`src/rtl/ppfd_pkg.sv`:
```
package ppfd_pkg;
    localparam int FD_W = 10;
    localparam int BI_WDATA = 0;
    localparam int BI_DS1   = 6;
    localparam int BI_DS0   = 7;
    localparam int BI_MTR0  = 8;
    localparam int BI_MTR1  = 9;

    localparam logic [1:0] RA_DATA = 2'd0;
    localparam logic [1:0] RA_STAT = 2'd1;
    localparam logic [1:0] RA_CTRL = 2'd2;

    localparam logic [7:0] NOCABLE_CTRL = 8'h04;
    localparam logic [7:0] NOCABLE_STAT = 8'h48;

    typedef enum logic [1:0] {
        SHARE_OFF = 2'b00,
        SHARE_D1  = 2'b01,
        SHARE_D01 = 2'b10
    } share_e;

    typedef struct packed {
        logic drq_out;
        logic drq_oe;
        logic irq_out;
        logic irq_oe;
        logic dack_n;
        logic core_en;
    } side_t;

    function automatic share_e decode_mode(input logic [1:0] m);
        case (m)
            2'b01:   return SHARE_D1;
            2'b10:   return SHARE_D01;
            default: return SHARE_OFF;
        endcase
    endfunction

    function automatic logic drive_on_port(input share_e s, input logic [1:0] sel);
        case (s)
            SHARE_D1:  return sel == 2'd1;
            SHARE_D01: return sel == 2'd0 || sel == 2'd1;
            default:   return 1'b0;
        endcase
    endfunction
endpackage

```
`src/rtl/ppfd_route.sv`:
```
module ppfd_route
    import ppfd_pkg::*;
#(
    parameter int PP_PINS = 17
) (
    input  logic               clk,
    input  logic               rst,
    input  share_e             mode,
    input  logic [1:0]         drv_sel,
    input  logic               pwr_on,
    input  logic [FD_W-1:0]    fdc_n,
    input  logic [PP_PINS-1:0] core_out,
    input  logic [PP_PINS-1:0] core_oe,
    output logic [PP_PINS-1:0] pp_out_q,
    output logic [PP_PINS-1:0] pp_oe_q,
    output logic [FD_W-1:0]    fd_out_q,
    output logic [FD_W-1:0]    fd_oe_q
);
    logic [PP_PINS-1:0] pp_o, pp_e;
    logic [FD_W-1:0]    fd_e;

    always_comb begin
        pp_o = core_out;
        pp_e = pwr_on ? core_oe : '0;
        fd_e = '1;
        if (mode != SHARE_OFF) begin
            pp_o = '0;
            pp_e = '0;
            for (int i = 0; i < FD_W; i++) begin
                pp_o[i] = fdc_n[i];
                pp_e[i] = 1'b1;
            end
            fd_e[BI_DS1]  = 1'b0;
            fd_e[BI_MTR1] = 1'b0;
            if (mode == SHARE_D1) begin
                pp_o[BI_DS0]  = 1'b1;
                pp_o[BI_MTR0] = 1'b1;
            end else begin
                fd_e[BI_DS0]  = 1'b0;
                fd_e[BI_MTR0] = 1'b0;
            end
            if (drive_on_port(mode, drv_sel)) fd_e = '0;
        end
    end

    always_ff @(posedge clk) begin
        if (rst) begin
            pp_out_q <= '0;
            pp_oe_q  <= '0;
            fd_out_q <= '0;
            fd_oe_q  <= '0;
        end else begin
            pp_out_q <= pp_o;
            pp_oe_q  <= pp_e;
            fd_out_q <= fdc_n;
            fd_oe_q  <= fd_e;
        end
    end
endmodule

```
`src/rtl/ppfd_regview.sv`:
```
module ppfd_regview
    import ppfd_pkg::*;
(
    input  logic       clk,
    input  logic       rst,
    input  logic       sharing,
    input  logic [1:0] rd_addr,
    input  logic [7:0] core_rd,
    input  logic       wr_en,
    input  logic [1:0] wr_addr,
    input  logic [7:0] wr_data,
    output logic [7:0] rd_q
);
    logic [7:0] shadow_q;
    logic [7:0] rd_next;

    always_comb begin
        rd_next = core_rd;
        if (sharing) begin
            case (rd_addr)
                RA_DATA: rd_next = shadow_q;
                RA_STAT: rd_next = NOCABLE_STAT;
                RA_CTRL: rd_next = NOCABLE_CTRL;
                default: rd_next = core_rd;
            endcase
        end
    end

    always_ff @(posedge clk) begin
        if (rst) begin
            shadow_q <= '0;
            rd_q     <= '0;
        end else begin
            if (wr_en && wr_addr == RA_DATA) shadow_q <= wr_data;
            rd_q <= rd_next;
        end
    end
endmodule

```
`src/rtl/ppfd_sideband.sv`:
```
module ppfd_sideband
    import ppfd_pkg::*;
(
    input  logic  clk,
    input  logic  rst,
    input  logic  sharing,
    input  logic  pwr_on,
    input  logic  ecp,
    input  logic  dma_en,
    input  logic  irq_low,
    input  logic  core_drq,
    input  logic  core_irq,
    input  logic  dack_n_pad,
    output side_t side_q
);
    side_t nxt;

    always_comb begin
        if (sharing) begin
            nxt.drq_out = 1'b0;
            nxt.drq_oe  = ecp & dma_en;
            nxt.irq_out = 1'b0;
            nxt.irq_oe  = irq_low;
            nxt.dack_n  = 1'b1;
            nxt.core_en = 1'b0;
        end else begin
            nxt.drq_out = core_drq;
            nxt.drq_oe  = pwr_on;
            nxt.irq_out = core_irq;
            nxt.irq_oe  = pwr_on;
            nxt.dack_n  = dack_n_pad;
            nxt.core_en = pwr_on;
        end
    end

    always_ff @(posedge clk) begin
        if (rst) begin
            side_q        <= '0;
            side_q.dack_n <= 1'b1;
        end else begin
            side_q <= nxt;
        end
    end
endmodule

```
`src/rtl/ppfloppy_mux.sv`:
```
module ppfloppy_mux
    import ppfd_pkg::*;
#(
    parameter int PP_PINS = 17
) (
    input  logic               clk,
    input  logic               rst,
    input  logic [1:0]         cfg_mode,
    input  logic               cfg_pwr_on,
    input  logic               cfg_ecp,
    input  logic               cfg_dma_en,
    input  logic               cfg_irq_low,
    input  logic [1:0]         fdc_drv_sel,
    input  logic [FD_W-1:0]    fdc_pin_n,
    input  logic [PP_PINS-1:0] core_pin_out,
    input  logic [PP_PINS-1:0] core_pin_oe,
    input  logic               core_drq,
    input  logic               core_irq,
    input  logic [7:0]         core_rd_data,
    input  logic [1:0]         reg_rd_addr,
    input  logic               reg_wr_en,
    input  logic [1:0]         reg_wr_addr,
    input  logic [7:0]         reg_wr_data,
    input  logic               pp_dack_n,
    output logic [PP_PINS-1:0] pp_pin_out,
    output logic [PP_PINS-1:0] pp_pin_oe,
    output logic [FD_W-1:0]    fd_pin_out,
    output logic [FD_W-1:0]    fd_pin_oe,
    output logic               pp_drq_out,
    output logic               pp_drq_oe,
    output logic               pp_irq_out,
    output logic               pp_irq_oe,
    output logic               core_dack_n,
    output logic               pp_core_en,
    output logic [7:0]         reg_rd_data
);
    share_e mode;
    logic   sharing;
    side_t  side;

    assign mode    = decode_mode(cfg_mode);
    assign sharing = (mode != SHARE_OFF);

    ppfd_route #(.PP_PINS(PP_PINS)) u_route (
        .clk(clk), .rst(rst), .mode(mode), .drv_sel(fdc_drv_sel),
        .pwr_on(cfg_pwr_on), .fdc_n(fdc_pin_n),
        .core_out(core_pin_out), .core_oe(core_pin_oe),
        .pp_out_q(pp_pin_out), .pp_oe_q(pp_pin_oe),
        .fd_out_q(fd_pin_out), .fd_oe_q(fd_pin_oe)
    );

    ppfd_regview u_regs (
        .clk(clk), .rst(rst), .sharing(sharing), .rd_addr(reg_rd_addr),
        .core_rd(core_rd_data), .wr_en(reg_wr_en), .wr_addr(reg_wr_addr),
        .wr_data(reg_wr_data), .rd_q(reg_rd_data)
    );

    ppfd_sideband u_side (
        .clk(clk), .rst(rst), .sharing(sharing), .pwr_on(cfg_pwr_on),
        .ecp(cfg_ecp), .dma_en(cfg_dma_en), .irq_low(cfg_irq_low),
        .core_drq(core_drq), .core_irq(core_irq), .dack_n_pad(pp_dack_n),
        .side_q(side)
    );

    assign pp_drq_out  = side.drq_out;
    assign pp_drq_oe   = side.drq_oe;
    assign pp_irq_out  = side.irq_out;
    assign pp_irq_oe   = side.irq_oe;
    assign core_dack_n = side.dack_n;
    assign pp_core_en  = side.core_en;
endmodule

```
`config.mk`:
```
export PLATFORM = sky130hd
export DESIGN_NAME = ppfloppy_mux
export DESIGN_NICKNAME = d
export VERILOG_FILES = /design/src/rtl/ppfd_pkg.sv /design/src/rtl/ppfd_route.sv /design/src/rtl/ppfd_regview.sv /design/src/rtl/ppfd_sideband.sv /design/src/rtl/ppfloppy_mux.sv
export SDC_FILE = /design/constraint.sdc
export NUM_CORES = 1
export LEC_CHECK = 0
export ABC_CLOCK_PERIOD_IN_PS = 1400
export CAP_MARGIN = 30
export CORE_MARGIN = 5
export CORE_UTILIZATION = 32
export DETAILED_ROUTE_END_ITERATION = 6
export PLACE_DENSITY = 0.75
export SLEW_MARGIN = 30
export SYNTH_ARGS = -nofsm -noshare
export SYNTH_HDL_FRONTEND = slang
export SYNTH_SLANG_ARGS = --single-unit
```
`constraint.sdc`:
```
create_clock -name clk -period 1.4 [get_ports clk]
set_clock_uncertainty 0.15 [all_clocks]
set_input_delay 0.28 -clock clk [delete_from_list [all_inputs] [get_ports clk]]
set_output_delay 0.28 -clock clk [all_outputs]
set_load 0.005 [all_outputs]
```
**Word level (Yosys, flattened, before mapping)**

Cells that the tools add are included.

- Bits in registers: 76
- Bits in latches: 0
- RAM bits: 0
- ROM bits: 0
- Input bits: 78
- Word-level logic and storage cells: 44
- Memories: 0

- Add/subtract/negate cells: 0
- Multiply operators: 0
- Div/mod/pow operators: 0
- Magnitude comparators: 0
- Equality and inequality tests: 7
- Shift operators: 0
- Muxes and demuxes: 13
- Bitwise operators: 2
- Reduce and logical (&&, ||, !) cells: 8

Operators with widths:

| operator | count |
|---|---|
| 10-bit 2-to-1 mux | 4 |
| 8-bit one-hot mux with 3 select lines | 1 |
| 9-bit 2-to-1 mux | 1 |
| 2-bit by 1-bit == test with 1-bit output (second input constant) | 4 |
| 8-bit 2-to-1 mux | 1 |
| 2-bit == test (second input constant) | 3 |
| 2-bit zero test | 3 |
| 5-bit 2-to-1 mux | 1 |
| 2-bit 2-to-1 mux | 2 |
| 2-bit one-hot mux with 2 select lines | 1 |
| 3-bit OR reduction | 1 |
| 1-bit one-hot mux with 2 select lines | 1 |
| 2-bit nonzero test | 1 |
| 2-bit OR reduction | 1 |
| 1-bit bitwise AND | 1 |
| 1-bit logical AND | 1 |
| 1-bit logical OR | 1 |
| 1-bit 2-to-1 mux | 1 |
| 1-bit NOT | 1 |

**Longest topological paths before layout**

- Depth in word-level cells: 7
- Mapped depth: 7
- Gate-level depth less buffers: 5

**Hierarchy**

A second synthesis with hierarchy kept.

- Cell total of the unflattened synthesis: 230
- Area, all modules: 2336.0 sq um

By module, submodules not included:

| module | times used | cells each | area an instance (sq um) | seq. area each (sq um) |
|---|---|---|---|---|
| ppfd_route | 1 | 140 | 1522.7 | 940.9 |
| ppfd_regview | 1 | 70 | 606.8 | 320.3 |
| ppfd_sideband | 1 | 15 | 170.2 | 120.1 |
| ppfloppy_mux | 1 | 5 | 36.3 | 0.0 |

**Worst setup path after synthesis**

OpenSTA, ideal clock, no wires.

- Path kind: input to register
- Start point: input cfg_mode[0]
- End point: register u_regs.rd_q[0]
- Arrival time: 1141 ps
- Data required time: 1122 ps
- Path slack: -19 ps
- Cell stages on the path: 6
- Path buffers: 1
- Path through: inv_1 ha_1 buf_4 a21o_1 a22oi_1 nor2_1

- Longest elaborated chain between the ends: 4
- Elaborated cells on any way between the ends: 5
- Classes of those cells: 2 x eq/ne; 2 x mux; 1 x reduce/logical

Ends and longest elaborated chain:

| what | line | source |
|---|---|---|
| start, declared | ppfloppy_mux.sv:8 | `input logic [1:0] cfg_mode,` |
| 2-bit == test or 2-bit by 1-bit == test with 1-bit output (tied branches) | ppfd_pkg.sv:32 | `case (m)` |
| 2-bit one-hot mux with 2 select lines * | ppfd_pkg.sv:32 |  |
| 2-bit nonzero test * | ppfloppy_mux.sv:42 | `assign sharing = (mode != SHARE_OFF);` |
| 8-bit 2-to-1 mux * | ppfd_regview.sv:19 | `if (sharing) begin` |
| end signal, assigned | ppfd_regview.sv:35 | `rd_q <= rd_next;` |
| end, declared | ppfd_regview.sv:12 | `output logic [7:0] rd_q` |

Every way passes the cells marked *; elsewhere a longest branch is shown, timed or not.
A chain may end at the register's enable or synchronous reset.

**Worst setup path in the final report**

- Start point: input cfg_mode[0]
- End point: register u_regs.rd_q[1]

The elaborated chain is that of the path after synthesis.

==> impl_results.md <==
* Slew @ Worst Pin at between 0.3 and 0.4 ns
* Nets at between 400 and 500
* Peak VDD IR at around 440 µV
* Yosys warning count at 0
* Initial antenna violation count at 0
* CTS Buf Count at 9
* Slew headroom at 78.9%
* Leakage power at 1.82 nW
* Min Hold Slack at 0.0723 ns
* Top Family by Delay on Critical Path: buffers and inverters
* Synth Cell Area at 2260 µm²
* Detailed Place HPWL at approximately 5.1 mm
* Postcts setup bufs at 0
* DR WL/cell at 13.3 µm
* IO Port Bufs at roughly 150
* # IOs at about 150
* Vias in the first global route at ~2,100
* Library cells used by synthesis at 24
* Largest net degree at the start of global routing at 32
* Share of the synthesized area in the top cell type at ~61%
* Final Wtd Congestion at roughly 0.76
* Synthesized area per cell at ~10 µm²
* Final wirelength at approximately 6.3 mm
* Worst-path clk slew at roughly 0.07 ns
* Status: complete, no violations
* Cell Pwr Density at around 1100 nW/µm²
* Synth Instances at 224
* N_diodes at 0
* Initial DRC Count at 42
* Synthesized flop and latch total at 69
* Core Box Area at around 6800 µm²
* CTS Sinks at approximately 70
* Syn Nets at a little over 300
* Endpoints failing setup at 0
* MaxCap Viol Count at 0
* First-pass GRT wire length at 9.85 mm
* Chip Width at 94.1 µm
* CP Capture Type: register
* Util after Layout at between 50% and 60%
* Row count at 30
* Part of the cycle the worst path needs at between 90% and 100%
* CP Data Required Time at 1.46 ns
* CP max FO at 11
* Seq/Total Area, Yosys at 61.0%
* Layout Cells excl Fill at about 480
* Final-report hold violation count at 0
* CTS H-tree depth at 3
* Crit path max-delay cell type: ha_4
* Clock Tree Root: clkbuf_8
* DRT Pass-1 Iters at 5
* Syn-to-layout area delta at 76.1%
* Yosys top cell by area: dfxtp_1
* Unrepaired setup endpoints after global routing: yes
* Power Total at ~4.4 mW
* Crit Path Class: in2reg
* CP Buf/Inv Count at 3
* Slew Viols, Final at 0
* Detail Route Antenna Nets at 0
* Clk_lat worst skew at around 0.32 ns
* Initial Util at between 30% and 40%
* Die Span Y at about 94 µm
* DIE AREA at between 8000 and 9000 µm²
* # DRC at 0
* Tmin final at between 1 and 1.5 ns
* Worst setup SP type: primary input
* Crit path largest cell delay at approximately 0.25 ns
* Synth top area cells: dfxtp_1, a21oi_1, nand2_1, and2_1, nor2b_1
* Setup TNS at 0 ns
* Overall Global Routing Usage at between 10% and 20%
* Placed cell count at 460
* Via density at around 4.2
* Max frequency at ~730 MHz
* Crit path cell chain: dlygate4sd2_1, inv_2, ha_4, buf_12, a21o_1, a22oi_1, nor2_1
* Global route overflow at 0
* Worst hold-check path type: in2reg
* Share of layout cells above drive strength 1 at 10.6%
* Vias after detailed routing at roughly 2,000
* TritonCTS clock tree: done
* Arr. time, crit path at around 1.4 ns
* Clock buffer depth at 2
[layout by cell type, fill, tap and decap left out, types with 2 or more instances in the layout]
master           count
dfxtp_1             67
nand2b_1             2
dlygate4sd2_1       64
nor2b_1             12
clkinv_2             2
o21ai_0              4
a22oi_1              5
mux2i_1              8
buf_12               2
nor2_1              17
buf_4               13
clkdlybuf4s15_1      6
a21oi_1             25
nor3_1               5
clkdlybuf4s50_1     74
clkbuf_8            11
and2_1              16
nand2_1             27
[per-layer routing]
layer | vias up | track usage, % | routed length, µm
met5 | - | 0 | 0
met4 | 0 | 6.86 | 142
met3 | 14 | 5.85 | 582
met2 | 95 | 25.4 | 3140
met1 | 887 | 15.4 | 2440
li1 | 1020 | - | -
[final cells by class]
type | instances | area [µm²]
sequential | 69 | 1390
multi-input combinational | 133 | 772
clock inverter | 4 | 47.5
clock buffer | 11 | 151
fill | 629 | 2840
inverter | 2 | 7.51
tap | 96 | 120
timing repair buffer | 160 | 1500
[through the flow]
stage                     setup slack, ns  area (µm²)
final                              0.0322        3990
after global placement             -0.592        3840
after detailed placement           -0.657        3840
after floorplan                  0.000644        2270
after global routing              -0.0295        3990
after CTS                         0.00445        3970
[synth_stat cells, drive strengths merged]
library cell,count
mux2i,8
dfxtp,69
o21ai,6
nand2b,2
clkbuf,6
a21oi,25
inv,2
or3b,1
o21bai,1
nor2b,13
nor3,6
nand3b,1
nor2,18
a22oi,5
buf,14
nor3b,1
nand2,27
a21o,1
ha,2
and2,16
[repair_timing]
action / CTS / global route
resized for setup: 77 / 9
hold buffers: 0 / 0
endpoints found under the hold margin: 0 / 0
endpoints found under the setup margin: 119 / 25
[where the power goes]
| group | internal [mW] | switching [mW] | leakage (nW) | total (mW) |
|---|---|---|---|---|
| logic | 0.449 | 0.262 | 1.14 | 0.711 |
| clock network | 0.904 | 0.693 | 0.101 | 1.60 |
| registers | 2.08 | 0.0306 | 0.571 | 2.11 |
| total | 3.44 | 0.985 | 1.82 | 4.42 |
[sequential cells by signal, indices dropped and copies added (netlist names)]
| name | flops |
|---|---|
| u_regs.rd_q | 8 |
| u_route.fd_out_q | 10 |
| u_route.pp_oe_q | 17 |
| u_side.side_q | 6 |
| u_route.pp_out_q | 17 |
| u_route.fd_oe_q | 3 |
| u_regs.shadow_q | 8 |
[final timing paths]
path	from	end	slack (ns)	cells after the start
min reg2reg	u_regs.shadow_q[6]$_SDFFE_PP0P_	u_regs.shadow_q[6]$_SDFFE_PP0P_	0.30	2
max	cfg_mode[0]	u_regs.rd_q[1]$_SDFF_PP0_	0.03	7
max reg2reg	u_regs.shadow_q[6]$_SDFFE_PP0P_	u_regs.rd_q[6]$_SDFF_PP0_	0.58	2
min	rst	u_side.side_q[0]$_SDFF_PP0_	0.07	2
[cell families (layout without fill, tap and decap cells)]
kind of cell               Yosys count  in the layout  synth area share, %
AOI/OAI and AO/OA                   38             38                 9.17
adders and majority gates            2              2                 1.10
buffers and inverters               22            177                 5.97
DFF                                 69             69                 61.0
muxes                                8              8                 3.54
and+or+nand+nor                     85             85                 19.2
Power figures use the tool's default switching activity.
